--- src/rtl/cmdlist_pkg.sv ---
package cmdlist_pkg;
  localparam int IDX_W  = 16;
  localparam int SEL_W  = 4;
  localparam int CNT_W  = 8;
  localparam int SEL_LO = 16;
  localparam int CNT_LO = 20;
  localparam int INC_B  = 31;

  typedef enum logic [2:0] {
    S_IDLE, S_CMD, S_PARAM, S_HDR, S_WRITE, S_EXTRA, S_DONE
  } state_e;

  typedef struct packed {
    logic [IDX_W-1:0] idx;
    logic [31:0]      mask;
    logic [CNT_W-1:0] cnt;
    logic             inc;
  } hdr_t;
endpackage

--- src/rtl/cmdlist_hdr_dec.sv ---
module cmdlist_hdr_dec
  import cmdlist_pkg::*;
(
  input  logic [31:0] hdr_i,
  output hdr_t        dec_o
);
  logic [SEL_W-1:0] sel;
  assign sel = hdr_i[SEL_LO +: SEL_W];

  for (genvar g = 0; g < SEL_W; g++) begin : g_lane
    assign dec_o.mask[g*8 +: 8] = {8{sel[g]}};
  end

  assign dec_o.idx = hdr_i[IDX_W-1:0];
  assign dec_o.cnt = hdr_i[CNT_LO +: CNT_W];
  assign dec_o.inc = hdr_i[INC_B];
endmodule

--- src/rtl/cmdlist_cursor.sv ---
module cmdlist_cursor #(
  parameter int ADDR_W = 32,
  parameter int SIZE_W = 20
) (
  input  logic              clk_i,
  input  logic              rst_ni,
  input  logic              load_i,
  input  logic              align_i,
  input  logic              adv_i,
  input  logic [ADDR_W-1:0] base_i,
  input  logic [SIZE_W-1:0] size_i,
  output logic [ADDR_W-1:0] addr_o,
  output logic              fits_o
);
  localparam int LEN_W = SIZE_W - 2;
  localparam int OFF_W = LEN_W + 1;
  localparam int EXT_W = LEN_W + 2;

  logic [ADDR_W-4:0] base_q;
  logic [LEN_W-1:0]  len_q;
  logic [OFF_W-1:0]  off_q;
  logic [EXT_W-1:0]  off_even;

  assign off_even = {1'b0, off_q} + EXT_W'(off_q[0]);
  assign fits_o   = (off_even + EXT_W'(2)) <= {2'b00, len_q};
  assign addr_o   = {base_q, 3'b000} + ADDR_W'({off_q, 2'b00});

  always_ff @(posedge clk_i or negedge rst_ni) begin
    if (!rst_ni) begin
      base_q <= '0;
      len_q  <= '0;
      off_q  <= '0;
    end else if (load_i) begin
      base_q <= base_i[ADDR_W-1:3];
      len_q  <= size_i[SIZE_W-1:2];
      off_q  <= '0;
    end else if (align_i) begin
      off_q  <= off_even[OFF_W-1:0];
    end else if (adv_i) begin
      off_q  <= off_q + OFF_W'(1);
    end
  end
endmodule

--- src/rtl/cmdlist_proc.sv ---
module cmdlist_proc
  import cmdlist_pkg::*;
#(
  parameter int ADDR_W = 32,
  parameter int SIZE_W = 20
) (
  input  logic              clk_i,
  input  logic              rst_ni,
  input  logic              start_i,
  input  logic [ADDR_W-1:0] base_addr_i,
  input  logic [SIZE_W-1:0] size_i,
  output logic              mem_rd_valid_o,
  output logic [ADDR_W-1:0] mem_rd_addr_o,
  input  logic              mem_rd_ready_i,
  input  logic [31:0]       mem_rd_data_i,
  output logic              wr_valid_o,
  output logic [15:0]       wr_index_o,
  output logic [31:0]       wr_data_o,
  output logic [31:0]       wr_mask_o,
  output logic              busy_o,
  output logic              done_irq_o
);
  state_e           state_q;
  logic [31:0]      param_q;
  logic [IDX_W-1:0] idx_q;
  logic [31:0]      mask_q;
  logic [CNT_W-1:0] cnt_q;
  logic             inc_q;
  hdr_t             dec;
  logic             fits, rd_fire, load;

  assign mem_rd_valid_o = (state_q == S_PARAM) || (state_q == S_HDR) || (state_q == S_EXTRA);
  assign rd_fire        = mem_rd_valid_o && mem_rd_ready_i;
  assign load           = (state_q == S_IDLE) && start_i;

  cmdlist_hdr_dec u_dec (.hdr_i(mem_rd_data_i), .dec_o(dec));

  cmdlist_cursor #(.ADDR_W(ADDR_W), .SIZE_W(SIZE_W)) u_cur (
    .clk_i  (clk_i),
    .rst_ni (rst_ni),
    .load_i (load),
    .align_i((state_q == S_CMD) && fits),
    .adv_i  (rd_fire),
    .base_i (base_addr_i),
    .size_i (size_i),
    .addr_o (mem_rd_addr_o),
    .fits_o (fits)
  );

  always_ff @(posedge clk_i or negedge rst_ni) begin
    if (!rst_ni) begin
      state_q <= S_IDLE;
      param_q <= '0;
      idx_q   <= '0;
      mask_q  <= '0;
      cnt_q   <= '0;
      inc_q   <= 1'b0;
    end else begin
      unique case (state_q)
        S_IDLE:  if (start_i) state_q <= S_CMD;
        S_CMD:   state_q <= fits ? S_PARAM : S_DONE;
        S_PARAM: if (rd_fire) begin
          param_q <= mem_rd_data_i;
          state_q <= S_HDR;
        end
        S_HDR: if (rd_fire) begin
          idx_q   <= dec.idx;
          mask_q  <= dec.mask;
          cnt_q   <= dec.cnt;
          inc_q   <= dec.inc;
          state_q <= S_WRITE;
        end
        S_WRITE: begin
          if (cnt_q == '0) begin
            state_q <= S_CMD;
          end else begin
            cnt_q   <= cnt_q - CNT_W'(1);
            idx_q   <= idx_q + IDX_W'(inc_q);
            state_q <= S_EXTRA;
          end
        end
        S_EXTRA: if (rd_fire) begin
          param_q <= mem_rd_data_i;
          state_q <= S_WRITE;
        end
        S_DONE:  state_q <= S_IDLE;
        default: state_q <= S_IDLE;
      endcase
    end
  end

  assign wr_valid_o = (state_q == S_WRITE);
  assign wr_index_o = idx_q;
  assign wr_data_o  = param_q;
  assign wr_mask_o  = mask_q;
  assign busy_o     = (state_q != S_IDLE);
  assign done_irq_o = (state_q == S_DONE);
endmodule

--- config.mk ---
export PLATFORM = sky130hd
export DESIGN_NAME = cmdlist_proc
export DESIGN_NICKNAME = d
export VERILOG_FILES = /design/src/rtl/cmdlist_pkg.sv /design/src/rtl/cmdlist_hdr_dec.sv /design/src/rtl/cmdlist_cursor.sv /design/src/rtl/cmdlist_proc.sv
export SDC_FILE = /design/constraint.sdc
export NUM_CORES = 1
export LEC_CHECK = 0
export CAP_MARGIN = 30
export CORE_MARGIN = 10
export CORE_UTILIZATION = 46
export DETAILED_ROUTE_END_ITERATION = 12
export PLACE_DENSITY_LB_ADDON = 0.08
export SYNTH_ARGS = -nofsm -noshare
export SYNTH_HDL_FRONTEND = slang
export SYNTH_SLANG_ARGS = --single-unit
export TNS_END_PERCENT = 5
--- constraint.sdc ---
create_clock -name clk_i -period 5.05 [get_ports clk_i]
set_clock_uncertainty 0.05 [all_clocks]
set_input_delay 1.01 -clock clk_i [delete_from_list [all_inputs] [get_ports clk_i]]
set_output_delay 1.01 -clock clk_i [all_outputs]
set_load 0.02 [all_outputs]
# After elaboration in Yosys (flattened, before gate mapping)
# Cells that the tools add are included.
# totals
regBits	151
latchBits	0
ramBits	0
rom_bits	0
in_bits	88
out_inout_bits	116
elab_cells	58
mem_count	0
# op_classes
addsub	6
mul	0
div_mod_pow	0
order_cmp	1
eq_ne	11
shifts	0
n_mux	15
bitwise_logic	0
reduce_logical	16
# op_table
operator	n
$mux W19	3
$add A32 B21 Y32	1
$mux W16	2
$pmux W16 S2	1
$add A19 B1 Y20	1
$add A20 B2 Y20 const B	1
$le A20 B18 Y1	1
$add A19 B1 Y19 const B	1
$add A16 B1 Y16	1
$mux W8	2
$pmux W8 S2	1
$mux W3	5
$pmux W3 S5	1
$eq A3 B3 Y1 const B	3
$logic_not A8 Y1	1
$ne A2 B2 Y1 const B	4
$sub A8 B1 Y8 const B	1
$eq A3 B2 Y1 const B	2
$reduce_and A3 Y1	2
$reduce_bool A3 Y1	2
$reduce_and A2 Y1	2
$reduce_or A2 Y1	2
$eq A3 B1 Y1 const B	1
$logic_and A1 B1 Y1	3
other kinds (4)	5

# Logic depth before layout (Yosys ltp)
# depth
ltp_word	7
depth_mapped	23
mapped_depth_nobuf	19

# Hierarchy
# From an unflattened synthesis, not the netlist that was laid out.
# hier_totals
hier_cells	938
area_unflattened_um2	9701.8
# by_module_without_submodules
module	n_inst	cells_per_inst	area_per_inst_um2	seq_area_each_um2
cmdlist_cursor	1	537	5087.4	1651.6
cmdlist_proc	1	344	4186.5	2302.2
cmdlist_hdr_dec	1	57	427.9	0.0

# Worst setup path before layout
# OpenSTA, ideal clock, no wires.
# synth_timing
path_kind	register to register
from	register u_cur.off_q[1]
to	register u_cur.off_q[12]
setup_time_ps	120
t_arrival_ps	4775
t_required_ps	4880
setup_slack_ps	105
path_stages_with_launch	22
path_buffers	3
synth_period_minus_slack_ps	4945
path_cell_list	dfrtp_1 -> ha_1 -> buf_2 -> buf_1 -> xor2_1 -> ha_1 -> nand2_1 -> or4_1 -> a31oi_1 -> and2_1 -> maj3_1 -> nand2_1 -> xnor2_1 -> ha_1 -> nand2_1 -> or4_1 -> or3_1 -> o211ai_1 -> nor4b_4 -> nor2_2 -> buf_6 -> o211a_1
# synth_via
elab_chain_cells	6
elab_cells_between_ends	9
classes_between	add/sub: 3; order compare: 1; mux: 3; reduce/logical: 2
# synth_rtl
element	line_no	source
from (decl)	cmdlist_cursor.sv:21	logic [OFF_W-1:0] off_q;
from (signal assigned)	cmdlist_cursor.sv:38	off_q <= off_even[OFF_W-1:0];
from (signal assigned)	cmdlist_cursor.sv:40	off_q <= off_q + OFF_W'(1);
$add A19 B1 Y20	cmdlist_cursor.sv:24	assign off_even = {1'b0, off_q} + EXT_W'(off_q[0]);
$add A20 B2 Y20	cmdlist_cursor.sv:25	assign fits_o = (off_even + EXT_W'(2)) <= {2'b00, len_q};
$le A20 B18 Y1	cmdlist_cursor.sv:25	
$logic_and A1 B1 Y1	cmdlist_proc.sv:42	.align_i((state_q == S_CMD) && fits),
$mux W19	cmdlist_cursor.sv:37	end else if (align_i) begin
$mux W19	cmdlist_cursor.sv:33	end else if (load_i) begin
# Parallel ways exist; a longest one is shown, timed or not. The select of a mux whose other input is x is not followed.
# A chain may end at the register's enable or synchronous reset.

# Worst setup path after layout
# layout_timing
from	register u_cur.off_q[1]
to	register u_cur.off_q[14]
# The elaborated chain is that of the path after synthesis.

==> results_dict.tcl <==
set metrics [dict create \
    outcome "finished clean" \
    synth-edff-count 0 \
    synth.area.top_cells "dfrtp_1 37%, nand2_1 7.0%, ha_1 5.8%" \
    die_w_um 158 \
    grt_max_degree 104 \
    drtIter0Drc 389 \
    cts_root_buf "clkbuf_16" \
    antenna_left 0 \
    fp.coreArea_mm2 0.0188 \
    timing.critical_path.to_type "flop" \
    wl_per_cell_um 17.0 \
    crit_type "flop to flop" \
    num_rows 50 \
    hold_ws_ps 354 \
    drv_slew 0 \
    avgSynthCellArea_um2 8.81 \
    vias 7748 \
    hpwlAfterDp_um 17400 \
    synth_top_family_by_area "simple AND/OR/NAND/NOR gates" \
    synth_top_cell_by_area "dfrtp_1" \
    worst_ep_arrival_time_ps 5100 \
    clkTransAtPathRegs_ps 70 \
    crit_required_ps 5340 \
    dpl_worst_slack_ps 241 \
    worstMarginPinSlew_ps 996 \
    design.die.area_mm2 0.0251 \
    p_total_uw 6740 \
    wl_um 23800 \
    io_buffers 196 \
    vdd_drop_max_mv 0.265 \
    io_pins 204 \
    period_needed_ps 4810 \
    tns_ps 0 \
    slew-limit-headroom 0.336 \
    track_usage 0.185 \
    diodes 0 \
    antenna_found_initial 0 \
    drc 0 \
    cts_tree "built" \
    timing.fmax_mhz 208 \
    synth_flop_cell "dfrtp_1" \
    synth_top_area_share 0.369 \
    areaGrowthSynthToFinish_pct 30.1 \
    synth_xor_area_frac 0.0534 \
    worst_slack_ps 245 \
    path_cells "ha_1, ha_1, nand2_1, or4_1, a31oi_2, and2_1, maj3_1, nand2_1, xnor2_1, ha_1, nand2_1, or4_1, or3_1, o211ai_1, nor4b_4, buf_6, nor4_1, a311oi_2" \
    syn_area_mm2 0.00881 \
    synth_simple_gate_area_frac 0.214 \
    grt_pass1_vias 7310 \
    die_h_um 158 \
    grt.overflow.total 0 \
    viasPerCell 5.53 \
    ys_seq_area_frac 0.369 \
    rrSetupSlack_ps 240 \
    worst_path_max_delay_cell "or4_1" \
    clkSinkCount 130 \
    grt_pass1_wl_um 37700 \
    worstPathMaxFanout 14 \
    gp_congestion 0.822 \
    final_common_cell "clkdlybuf4s50_1" \
    cp-start-kind "flop" \
    yosys-mux-area-fraction 0.0484 \
    synth-compound-area-share 0.177 \
    min-delay-path-class "primary input to asynchronous set/reset pin" \
    ys_types 85 \
    slowest_delay_ps 480 \
    synth_cells 1000 \
    firstDrtPassIters 5 \
    power.leakage_uw 0.00504 \
    cts_buffers 17 \
    cts_hold_buf 0 \
    mostFrequentLayoutCells "195 x clkdlybuf4s50_1, 164 x nand2_1, 129 x dfrtp_1, 67 x nor2_1, 60 x o21ai_0" \
    cts_buffer_depth 2 \
    final_layout_size_suffix_gt1_frac 0.121 \
    ys_async_sr_fraction 1.00 \
    setup_viol 0 \
    drv_cap 0 \
    clk_latency_ps 430 \
    ys_warn_count 0 \
    start_util 0.469 \
    ys_ff_latch 130 \
    report.final.hold_viol_count 0 \
    power_density_mw_per_mm2 588 \
    synthAdderAreaFrac 0.0616 \
    fin_crit_sh 0.952 \
    htreeDepth 4 \
    nets 1285 \
]
-- timing repair --
action	CTS	global route
gates resized for setup	0	13
hold endpoints to repair	0	0
setup buffers	0	1
setup endpoints to repair	0	27
-- through the flow --
stage	utilization	area (um2)	cells
3_3_place_gp	0.574	10800	1368
3_5_place_dp	0.574	10800	1368
6_report	0.611	11500	1402
5_1_grt	0.611	11500	1402
4_1_cts	0.607	11400	1400
2_1_floorplan	-	8810	1001
-- flip-flops by register name, indices dropped and copies added, names as in the netlist --
register / flops
wr_mask_o: 4
inc_q: 1
u_cur.len_q: 18
cnt_q: 8
u_cur.base_q: 29
wr_index_o: 16
state_q: 3
wr_data_o: 32
u_cur.off_q: 19
-- report_power, final --
group | internal, uW | switching [uW] | leakage (uW)
registers | 1490 | 334 | 0.00159
clock network | 756 | 528 | 0.000295
logic | 1640 | 1980 | 0.00316
total | 3890 | 2840 | 0.00504
-- worst max-delay path: cells and delay by family, from the launching register on --
family	cells	cell delay, ps
buffers and inverters	1	230
AOI/OAI and AO/OA	3	730
DFF	1	380
and+or+nand+nor	9	2120
xor gates and xnor gates	1	140
adders and majority gates	4	1070
-- per-layer routing --
metal / wire length [um] / share of wire / vias up / global-route usage
li1: - / - / 3832 / -
met3: 1390 / 0.059 / 32 / 0.0375
met2: 11700 / 0.49 / 216 / 0.314
met5: 0 / 0 / - / 0
met1: 10400 / 0.44 / 3668 / 0.232
met4: 295 / 0.012 / 0 / 0.0538
-- final cells by class --
cell class | count | area, um2
Fill cell | 1680 | 7310
Multi-Input combinational cell | 742 | 4930
Sequential cell | 130 | 3250
Timing Repair Buffer | 228 | 2240
Clock buffer | 18 | 439
Tap cell | 234 | 293
Clock inverter | 14 | 166
Inverter | 36 | 135
-- final timing paths --
kind	cells after the start	endpoint	startpoint
max in group asynchronous	3	wr_index_o[7]	rst_ni
max reg2reg	18	u_cur.off_q[14]	u_cur.off_q[1]
max	18	u_cur.off_q[14]	u_cur.off_q[1]
min in group clk_i	2	u_cur.base_q[0]	u_cur.base_q[0]
min	1	wr_mask_o[24]	rst_ni
min reg2reg	2	u_cur.base_q[0]	u_cur.base_q[0]
-- kinds of logic after synthesis --
logic type	count (synthesis)
other	1
buffers and inverters	129
AND/OR/NAND/NOR	377
AO/OA/AOI/OAI	230
flip-flops	130
adder cells (fa/ha/maj)	43
XOR/XNOR	52
multiplexers	38
-- cell usage after synthesis (9+ instances only) --
| cell | instances |
|---|---|
| nor3_1 | 17 |
| buf_4 | 34 |
| o21ai_0 | 62 |
| nand3_1 | 26 |
| a31oi_1 | 11 |
| and2_1 | 12 |
| clkbuf_1 | 34 |
| dfrtp_1 | 130 |
| o211a_1 | 9 |
| nor2_1 | 67 |
| ha_1 | 41 |
| buf_2 | 13 |
| inv_1 | 35 |
| mux2_2 | 37 |
| xor2_1 | 16 |
| o211ai_1 | 15 |
| and3_1 | 13 |
| xnor2_1 | 34 |
| nand2_1 | 164 |
| nand4_1 | 19 |
| a21oi_1 | 56 |
No activity file was read; power rests on OpenSTA's default activity.
